[src/rtl/aud_ser_pkg.sv]
`timescale 1ns/1ps
package aud_ser_pkg;
  localparam int SLOTS_PER_HALF = 32;
  localparam int POS_W = $clog2(SLOTS_PER_HALF);
  typedef logic [POS_W-1:0] pos_t;
  localparam pos_t POS_LAST = pos_t'(SLOTS_PER_HALF - 1);

  typedef struct packed {
    logic rjust;
    logic dly;
    logic edge_sel;
    logic lrpol;
  } fmt_t;
endpackage

[src/rtl/aud_ser_clkgen.sv]
`timescale 1ns/1ps
module aud_ser_clkgen #(
  parameter int HALF_DIV = 2
) (
  input  logic clk,
  input  logic rst_n,
  input  logic master,
  input  logic edge_sel,
  input  logic bclk_in,
  input  logic lrck_in,
  output logic drv_evt,
  output logic bclk_q,
  output logic lrck_sync
);
  localparam int CW = (HALF_DIV > 1) ? $clog2(HALF_DIV) : 1;
  localparam logic [CW-1:0] CNT_LAST = CW'(HALF_DIV - 1);

  logic [CW-1:0] cnt_q, cnt_d;
  logic          bclk_d;
  logic          tick;
  logic [2:0]    bsync_q, bsync_d;
  logic [1:0]    lsync_q, lsync_d;
  logic          rise, fall;

  always_comb begin
    tick    = master && (cnt_q == CNT_LAST);
    cnt_d   = cnt_q;
    bclk_d  = bclk_q;
    if (!master) begin
      cnt_d  = '0;
      bclk_d = 1'b0;
    end else if (tick) begin
      cnt_d  = '0;
      bclk_d = ~bclk_q;
    end else begin
      cnt_d  = cnt_q + 1'b1;
    end
    bsync_d = {bsync_q[1:0], bclk_in};
    lsync_d = {lsync_q[0], lrck_in};
    if (master) begin
      rise = tick && !bclk_q;
      fall = tick && bclk_q;
    end else begin
      rise = bsync_q[1] && !bsync_q[2];
      fall = !bsync_q[1] && bsync_q[2];
    end
    drv_evt = edge_sel ? rise : fall;
  end

  assign lrck_sync = lsync_q[1];

  always_ff @(posedge clk or negedge rst_n) begin
    if (!rst_n) begin
      cnt_q   <= '0;
      bclk_q  <= 1'b0;
      bsync_q <= '0;
      lsync_q <= '0;
    end else begin
      cnt_q   <= cnt_d;
      bclk_q  <= bclk_d;
      bsync_q <= bsync_d;
      lsync_q <= lsync_d;
    end
  end
endmodule

[src/rtl/aud_ser_frame.sv]
`timescale 1ns/1ps
module aud_ser_frame
  import aud_ser_pkg::*;
(
  input  logic clk,
  input  logic rst_n,
  input  logic drv_evt,
  input  logic master,
  input  logic lrck_sync,
  input  logic lrpol,
  output pos_t bitpos_q,
  output pos_t bitpos_d,
  output logic lrck_q,
  output logic left_now,
  output logic left_start
);
  logic lrck_now;
  logic lrck_d;
  logic half_start;

  always_comb begin
    if (master) lrck_now = (bitpos_q == POS_LAST) ? ~lrck_q : lrck_q;
    else        lrck_now = lrck_sync;
    half_start = drv_evt && (lrck_now != lrck_q);
    left_now   = lrck_now ^ lrpol;
    left_start = half_start && left_now;
    bitpos_d   = bitpos_q;
    lrck_d     = lrck_q;
    if (drv_evt) begin
      lrck_d = lrck_now;
      if (half_start)                bitpos_d = '0;
      else if (bitpos_q != POS_LAST) bitpos_d = bitpos_q + 1'b1;
    end
  end

  always_ff @(posedge clk or negedge rst_n) begin
    if (!rst_n) begin
      bitpos_q <= POS_LAST;
      lrck_q   <= 1'b0;
    end else begin
      bitpos_q <= bitpos_d;
      lrck_q   <= lrck_d;
    end
  end
endmodule

[src/rtl/aud_ser_hold.sv]
`timescale 1ns/1ps
module aud_ser_hold #(
  parameter int W = 24
) (
  input  logic         clk,
  input  logic         rst_n,
  input  logic         smp_valid,
  input  logic [W-1:0] smp_left,
  input  logic [W-1:0] smp_right,
  input  logic         load,
  output logic [W-1:0] frm_l_d,
  output logic [W-1:0] frm_r_d,
  output logic         slip_q
);
  logic [W-1:0] hold_l_q, hold_r_q, hold_l_d, hold_r_d;
  logic [W-1:0] frm_l_q, frm_r_q;
  logic         full_q, full_d;
  logic         primed_q, primed_d;
  logic         slip_d;
  logic         drop, rep;

  always_comb begin
    frm_l_d  = frm_l_q;
    frm_r_d  = frm_r_q;
    hold_l_d = hold_l_q;
    hold_r_d = hold_r_q;
    full_d   = full_q;
    rep      = 1'b0;
    drop     = smp_valid && full_q && !load;
    primed_d = primed_q | smp_valid;
    if (load) begin
      if (full_q) begin
        frm_l_d = hold_l_q;
        frm_r_d = hold_r_q;
      end else if (smp_valid) begin
        frm_l_d = smp_left;
        frm_r_d = smp_right;
      end else begin
        rep = primed_q;
      end
    end
    if (smp_valid) begin
      if (!(load && !full_q)) begin
        hold_l_d = smp_left;
        hold_r_d = smp_right;
        full_d   = 1'b1;
      end
    end else if (load) begin
      full_d = 1'b0;
    end
    slip_d = drop | rep;
  end

  always_ff @(posedge clk or negedge rst_n) begin
    if (!rst_n) begin
      hold_l_q <= '0;
      hold_r_q <= '0;
      frm_l_q  <= '0;
      frm_r_q  <= '0;
      full_q   <= 1'b0;
      primed_q <= 1'b0;
      slip_q   <= 1'b0;
    end else begin
      hold_l_q <= hold_l_d;
      hold_r_q <= hold_r_d;
      frm_l_q  <= frm_l_d;
      frm_r_q  <= frm_r_d;
      full_q   <= full_d;
      primed_q <= primed_d;
      slip_q   <= slip_d;
    end
  end
endmodule

[src/rtl/aud_ser_bitsel.sv]
`timescale 1ns/1ps
module aud_ser_bitsel
  import aud_ser_pkg::*;
#(
  parameter int W = 24
) (
  input  logic [W-1:0] word,
  input  pos_t         pos,
  input  logic         rjust,
  input  logic         dly,
  output logic         bit_o
);
  localparam int AW = POS_W + 1;

  logic [AW-1:0] lj_amt;
  pos_t          rj_amt;
  logic [W-1:0]  lj_sh, rj_sh;

  always_comb begin
    lj_amt = {1'b0, pos} - AW'(dly);
    lj_sh  = word << lj_amt;
    rj_amt = POS_LAST - pos;
    rj_sh  = word >> rj_amt;
    bit_o  = rjust ? rj_sh[0] : lj_sh[W-1];
  end
endmodule

[src/rtl/aud_ser_port.sv]
`timescale 1ns/1ps
module aud_ser_port
  import aud_ser_pkg::*;
#(
  parameter int W        = 24,
  parameter int HALF_DIV = 2
) (
  input  logic         clk,
  input  logic         rst_n,
  input  logic         cfg_master,
  input  logic         cfg_rjust,
  input  logic         cfg_dly,
  input  logic         cfg_edge,
  input  logic         cfg_lrpol,
  input  logic         smp_valid,
  input  logic [W-1:0] smp_left,
  input  logic [W-1:0] smp_right,
  input  logic         bclk_in,
  input  logic         lrck_in,
  output logic         bclk_out,
  output logic         lrck_out,
  output logic         sdata,
  output logic         slip
);
  logic   rst_ff1_q, rst_sync_n;
  fmt_t   fmt;
  logic   drv_evt, mbclk, lrck_sync;
  pos_t   bitpos_q, bitpos_d;
  logic   lrck_q, left_now, left_start;
  logic [W-1:0] frm_l_d, frm_r_d, word;
  logic   bit_nxt, sdata_q, sdata_d;

  always_ff @(posedge clk or negedge rst_n) begin
    if (!rst_n) begin
      rst_ff1_q  <= 1'b0;
      rst_sync_n <= 1'b0;
    end else begin
      rst_ff1_q  <= 1'b1;
      rst_sync_n <= rst_ff1_q;
    end
  end

  always_comb begin
    fmt.rjust    = cfg_rjust & cfg_master;
    fmt.dly      = cfg_dly;
    fmt.edge_sel = cfg_edge;
    fmt.lrpol    = cfg_lrpol;
  end

  aud_ser_clkgen #(.HALF_DIV(HALF_DIV)) i_clkgen (
    .clk       (clk),
    .rst_n     (rst_sync_n),
    .master    (cfg_master),
    .edge_sel  (fmt.edge_sel),
    .bclk_in   (bclk_in),
    .lrck_in   (lrck_in),
    .drv_evt   (drv_evt),
    .bclk_q    (mbclk),
    .lrck_sync (lrck_sync)
  );

  aud_ser_frame i_frame (
    .clk        (clk),
    .rst_n      (rst_sync_n),
    .drv_evt    (drv_evt),
    .master     (cfg_master),
    .lrck_sync  (lrck_sync),
    .lrpol      (fmt.lrpol),
    .bitpos_q   (bitpos_q),
    .bitpos_d   (bitpos_d),
    .lrck_q     (lrck_q),
    .left_now   (left_now),
    .left_start (left_start)
  );

  aud_ser_hold #(.W(W)) i_hold (
    .clk       (clk),
    .rst_n     (rst_sync_n),
    .smp_valid (smp_valid),
    .smp_left  (smp_left),
    .smp_right (smp_right),
    .load      (left_start),
    .frm_l_d   (frm_l_d),
    .frm_r_d   (frm_r_d),
    .slip_q    (slip)
  );

  assign word = left_now ? frm_l_d : frm_r_d;

  aud_ser_bitsel #(.W(W)) i_bitsel (
    .word  (word),
    .pos   (bitpos_d),
    .rjust (fmt.rjust),
    .dly   (fmt.dly),
    .bit_o (bit_nxt)
  );

  always_comb begin
    sdata_d = sdata_q;
    if (drv_evt) sdata_d = bit_nxt;
  end

  always_ff @(posedge clk or negedge rst_sync_n) begin
    if (!rst_sync_n) sdata_q <= 1'b0;
    else             sdata_q <= sdata_d;
  end

  assign sdata    = sdata_q;
  assign bclk_out = cfg_master ? mbclk : 1'b0;
  assign lrck_out = cfg_master ? lrck_q : 1'b0;
endmodule

[config.mk]
export PLATFORM = sky130hd
export DESIGN_NAME = aud_ser_port
export DESIGN_NICKNAME = d
export VERILOG_FILES = /design/src/rtl/aud_ser_pkg.sv /design/src/rtl/aud_ser_clkgen.sv /design/src/rtl/aud_ser_frame.sv /design/src/rtl/aud_ser_hold.sv /design/src/rtl/aud_ser_bitsel.sv /design/src/rtl/aud_ser_port.sv
export SDC_FILE = /design/constraint.sdc
export NUM_CORES = 1
export LEC_CHECK = 0
export ABC_AREA = 1
export ABC_CLOCK_PERIOD_IN_PS = 3200
export BUFFER_PORTS_ARGS = -buffer_cell sky130_fd_sc_hd__buf_2
export CAP_MARGIN = 20
export CORE_MARGIN = 4
export CORE_UTILIZATION = 54
export DETAILED_ROUTE_END_ITERATION = 10
export PLACE_DENSITY = 0.77
export SYNTH_ARGS = -nofsm -noshare
export SYNTH_HDL_FRONTEND = slang
export SYNTH_SLANG_ARGS = --single-unit
[constraint.sdc]
create_clock -name clk -period 3.2 [get_ports clk]
set_clock_uncertainty 0.15 [all_clocks]
set_input_delay 0.64 -clock clk [delete_from_list [all_inputs] [get_ports clk]]
set_output_delay 0.64 -clock clk [all_outputs]
set_load 0.02 [all_outputs]
# [Yosys cells after proc, flatten, opt, wreduce, memory -nomap -nowiden]
# Cells that the tools add are included.
[word_totals] elab_cells=80 reg_bits=115 output_inout_bits=4 in_bits=58
[op_classes] n_eq_ne=5 n_reduce_logical=18 bitwise_logic=7 n_addsub=4 n_shift=2 mux=28
[ops] op="two-way mux 24 bit" n=7
[ops] op="left shift 24 x 6 -> 24 bit" n=1
[ops] op=">> shifter 24 x 5 -> 1 bit" n=1
[ops] op="two-way mux 1 bit" n=18
[ops] op="two-way mux 5 bit" n=3
[ops] op="logical AND 1 bit" n=10
[ops] op="subtractor 5 x 1 -> 6 bit" n=1
[ops] op="adder 5 x 1 -> 5 bit, second input constant" n=1
[ops] op="== test 5 bit, second input constant" n=1
[ops] op="zero test 1 bit" n=5
[ops] op="inequality test 5 bit, second input constant" n=1
[ops] op="subtractor 5 bit, first input constant" n=1
[ops] op="AND reduction 2 bit" n=2
[ops] op="NOT 1 bit" n=3
[ops] op="inequality test 2 x 1 -> 1 bit, second input constant" n=1
[ops] op="inequality test 2 bit, second input constant" n=1
[ops] op="bitwise OR 1 bit" n=2
[ops] op="nonzero test 2 bit" n=1
[ops] op="adder 1 bit, second input constant" n=1
[ops] op="AND 1 bit" n=1
[ops] op="inequality test 1 bit" n=1
[ops] op="bitwise XOR 1 bit" n=1

# [Depth between registers and ports, before layout]
[depth] ltp_word=10 mapped_depth=23 depth_no_buf=21

# [Cells and area by module]
# From an unflattened synthesis, not the netlist that was laid out.
[hier_totals] cells_unflattened=1054 hier_area_um2=7000.5
[modules_own_cells] module="aud_ser_hold" area_each_um2=5126.2 cells_each=734 n_inst=1 seq_area_each_um2=2477.4
[modules_own_cells] module="aud_ser_bitsel" area_each_um2=696.9 cells_each=145 n_inst=1 seq_area_each_um2=0.0
[modules_own_cells] module="aud_ser_port" area_each_um2=490.5 cells_each=92 n_inst=1 seq_area_each_um2=75.1
[modules_own_cells] module="aud_ser_frame" area_each_um2=434.2 cells_each=59 n_inst=1 seq_area_each_um2=156.4
[modules_own_cells] module="aud_ser_clkgen" area_each_um2=252.7 cells_each=24 n_inst=1 seq_area_each_um2=175.2

# [Worst setup path before layout]
# OpenSTA, ideal clock, no wires.
[synth_timing] path_type="reg-to-reg" from="register i_frame.bitpos_q[0]" to="register sdata_q (netlist: sdata)" required_time_ps=2985 synth_period_minus_slack_ps=3295 arrival_time_ps=3080 slack_ps=-95 path_stages_with_launch=23 path_buffers=2 setup_ps=65 path_cell_list="dfstp_2 > ha_1 > nand4_2 > nand2_1 > nand3_1 > nor2_2 > nor2_8 > nor2_2 > inv_1 > buf_2 > ha_1 > inv_1 > clkbuf_1 > nand3_1 > nand2_1 > nand2_1 > nand3_1 > nand2_1 > a21oi_1 > nand3_1 > nand2_1 > nand2_1 > nand2_1"
[synth_via] elab_chain_len=10 elab_cells_between_ends=20 classes_between="add/sub: 3; eq/ne: 3; shift: 2; mux: 9; bitwise: 1; reduce/logical: 2"
[synth_lines] element="from (decl)" line="aud_ser_frame.sv:11" rtl="output pos_t bitpos_q,"
[synth_lines] element="from (signal assigned)" line="aud_ser_frame.sv:41" rtl="bitpos_q <= bitpos_d;"
[synth_lines] element="== test 5 bit" line="aud_ser_frame.sv:22" rtl="if (master) lrck_now = (bitpos_q == POS_LAST) ? ~lrck_q : lrck_q;"
[synth_lines] element="two-way mux 1 bit (2 in series)" line="aud_ser_frame.sv:22"
[synth_lines] element="inequality test 1 bit" line="aud_ser_frame.sv:24" rtl="half_start = drv_evt && (lrck_now != lrck_q);"
[synth_lines] element="logical AND 1 bit" line="aud_ser_frame.sv:24"
[synth_lines] element="two-way mux 5 bit / logical AND 1 bit (equally long branches)" line="aud_ser_frame.sv:31, aud_ser_frame.sv:26"
[synth_lines] element="two-way mux 5 bit / two-way mux 24 bit (equally long branches)" line="aud_ser_frame.sv:29, aud_ser_hold.sv:31"
[synth_lines] element="subtractor 5 x 1 -> 6 bit (tied with other cells)" line="aud_ser_bitsel.sv:20" rtl="lj_amt = {1'b0, pos} - AW'(dly);"
[synth_lines] element="left shift 24 x 6 -> 24 bit / >> shifter 24 x 5 -> 1 bit (equally long branches)" line="aud_ser_bitsel.sv:21, aud_ser_bitsel.sv:23"
[synth_lines] element="two-way mux 1 bit (*)" line="aud_ser_bitsel.sv:24" rtl="bit_o = rjust ? rj_sh[0] : lj_sh[W-1];"
[synth_lines] element="to (signal assigned)" line="aud_ser_port.sv:105" rtl="else sdata_q <= sdata_d;"
[synth_lines] element="to (decl)" line="aud_ser_port.sv:31" rtl="logic bit_nxt, sdata_q, sdata_d;"
# Every way passes the cells marked *; elsewhere a longest branch is shown, timed or not.
# A chain may end at the register's enable or synchronous reset.

# [Worst setup path in the final report]
# Ends and elaborated chain as after synthesis.

==> out/results.ini <==
[logic_synthesis]
synth_fa_ha_area_frac = 0.00567
synthCells = 822
synthXorXnorAreaFrac = 0.00529
ys_warn_count = 0
synth_top_family_by_area = simple AND/OR/NAND/NOR gates
syn_nets = 883
ys_types = 38
synth-async-reset-ratio = 1.00
synth_area_um2 = 6620
synth_flop_cell = dfrtp_1
muxShareOfSynthArea = 0.0926
ys_seq_area_frac = 0.436
synth_compound_area_frac = 0.102
synth_seq_cells = 115
synthSimpleGateAreaFrac = 0.278
synth_edf_count = 0
avgSynthCellArea_um2 = 8.05

[floorplanning]
dieWidth_um = 119
ios = 62
start_util = 0.551
fp.coreArea_um2 = 12000
die_h_um = 119
core.rowCount = 40
dieArea_um2 = 14100

[routing]
drcViolationCount = 0
antenna_left = 0
viasPerCell = 5.56
vias = 5844
drt_iter0_drc = 440
dr.pass1.iters = 5
routed_wl_um = 16100
wl_per_cell_um = 15.3

[global_route]
grt_pass1_wl_um = 27400
grt_use_met2 = 0.373
busiest_layer = met2
grt_pass1_vias = 5624
track_usage = 0.241
grt_overflow_total = 0
grt_use_met3 = 0.0603
grt_max_degree = 52
gr-usage-met1 = 0.325
antenna_found_initial = 0

[layout]
seqCellArea_um2 = 2890
area_delta_synth_final_pct = 19.0
multi_input_area_um2 = 3260
most-common-layout-cells = nand2_1, nand3_1, dfrtp_1
drive_gt1_frac = 0.206
antenna_cells = 0
finalNonFillerCells = 1051
layout_commonest_cell = nand2_1
nFillCells = 1010
nNetsFinal = 954

[clocking]
clk_latency_ns = 0.42
clock_sinks = 115
path_clk_slew_ns = 0.05
cts_max_level = 4
cts_made_buffers = 17
cts_tree = built
clk_path_buf_depth = 2
cts_root_buf = clkbuf_16

[timing]
max_freq_mhz = 335
hold_violations = 0
fin_crit_sh = 0.934
slew_viol_final = 0
setup_tns_ns = 0
period_needed_ns = 2.99
final-setup-viol-count = 0
slew-limit-headroom = 0.620
worst_pin_slew_ns = 0.570
worst_hold_slack_ns = 0.179
rsz0062_at_grt = no

[setup_path]
critPathSlowestCell = dfstp_2
crit_type = reg -> reg
cp.arrival_ns = 3.15
cp_max_fo = 6
max_stage_delay_ns = 0.57
cp_top_family = simple AND/OR/NAND/NOR gates
cp.required_ns = 3.36
endpoint_kind = flop
critPathBufInv = 2
cpMostUsedCell = nand2_1
crit_chain = ha_4 > nand2_1 > nor2_2 > nand3_1 > nand3_2 > nor2_4 > nor2_8 > nor2_2 > inv_1 > ha_4 > ha_2 > inv_1 > nand3_1 > nand2_1 > nand2_1 > nand3_1 > nand2_1 > nand3_1 > nand2_1 > nand2_1 > nand2_1
cp-start-kind = flop

[placement]
routabilityCongestion = 0.945
io_buffers = 61
placed_cells = 1019
dp_hpwl_um = 10900

[power_and_ir_drop]
switching_share = 0.359
vdd_ir_drop_max_mv = 0.445
pwr-share-clk = 0.291
p_sw_mw = 2.33
p_seq_frac = 0.328
p_per_area_nw_per_um2 = 823
pwr-share-comb = 0.382
cellLeakagePower_nw = 3.95
p_int_mw = 4.15

[worst_hold_path]
min_path_type = reg -> async

[run]
maxCapViolCount = 0

[status]
status = completed

## layer usage
metal / wire [um] / vias up
met5: 0 / -
met4: 388 / 0
met3: 1020 / 40
met2: 7550 / 163
met1: 7100 / 2746
li1: - / 2895
## final cells by class
| class | count | share of cell area |
|---|---|---|
| multi-input cells | 585 | 0.414 |
| flip-flops and latches | 115 | 0.367 |
| repair buffers | 100 | 0.0878 |
| clock buffers | 24 | 0.0599 |
| inverters | 74 | 0.0353 |
| well taps | 147 | 0.0233 |
| clock inverters | 6 | 0.0133 |
## through the flow
step	power [mW]	setup WS, ns	cell area (um^2)	util
after floorplan	3.83	0.00177	6630	-
after global placement	4.48	0.109	7230	0.602
after detailed placement	4.53	0.0416	7230	0.602
after CTS	6.45	0.0170	7820	0.651
after global routing	6.97	0.0112	7880	0.656
final	6.48	0.212	7880	0.656
## what timing repair did
action                                  4_1_cts  5_1_grt
buffers inserted                              0        1
hold buffers                                  1        0
resized for setup                             0       10
endpoints found under the setup margin        0       43
endpoints found under the hold margin         2        0
## flip-flops by register name, indices dropped and copies added, names as in the netlist
name	count
i_hold.frm_l_q	24
i_hold.frm_r_q	24
i_hold.hold_l_q	24
i_hold.hold_r_q	24
i_frame.bitpos_q	5
i_clkgen.bsync_q	3
i_clkgen.lsync_q	2
i_clkgen.bclk_q	1
i_clkgen.cnt_q	1
i_frame.lrck_q	1
i_hold.full_q	1
i_hold.primed_q	1
i_hold.slip_q	1
rst_ff1_q	1
rst_sync_n	1
sdata	1
## final timing paths
check / to / cells past startpoint / from / slack [ns]
min reg2reg: i_hold.hold_l_q[7]$_DFFE_PN0P_ / 0 / rst_sync_n$_DFF_PN0_ / 0.18
max: sdata$_DFFE_PN0N_ / 21 / i_frame.bitpos_q[0]$_DFF_PN1_ / 0.21
min in group clk: i_clkgen.lsync_q[0]$_DFF_PN0_ / 1 / lrck_in / 0.18
max reg2reg: sdata$_DFFE_PN0N_ / 21 / i_frame.bitpos_q[0]$_DFF_PN1_ / 0.21
max in group asynchronous: i_frame.bitpos_q[1]$_DFF_PN1_ / 1 / rst_sync_n$_DFF_PN0_ / 1.95
min: i_hold.hold_l_q[7]$_DFFE_PN0P_ / 0 / rst_sync_n$_DFF_PN0_ / 0.18
## power groups by stage
stage	clock network, mW	logic (mW)	registers (mW)
2_1_floorplan	0	1.73	2.10
3_3_place_gp	0	2.36	2.12
3_5_place_dp	0	2.40	2.13
4_1_cts	1.91	2.43	2.12
5_1_grt	1.98	2.81	2.18
6_report	1.88	2.47	2.13
## synth_stat cells (7+ instances only)
library cell | n | area share
nand3_1 | 147 | 0.11
mux2_1 | 8 | 0.014
and2_1 | 10 | 0.0095
dfrtp_1 | 110 | 0.42
o211ai_1 | 20 | 0.023
o21ai_0 | 47 | 0.036
nor2_1 | 29 | 0.016
buf_4 | 9 | 0.010
o21a_1 | 11 | 0.012
nand2_1 | 202 | 0.11
a31oi_1 | 20 | 0.019
buf_2 | 15 | 0.011
mux2i_1 | 23 | 0.035
nand3b_1 | 7 | 0.0079
inv_1 | 69 | 0.039
mux2_2 | 26 | 0.044
clkbuf_1 | 21 | 0.012
## cells by family after synthesis
group	count (synthesis)
adders and majority gates	3
other	1
AOI/OAI and AO/OA	110
muxes	57
buffers and inverters	122
xor gates and xnor gates	4
and+or+nand+nor	410
DFF	115
(Power assumes the default switching activity.)
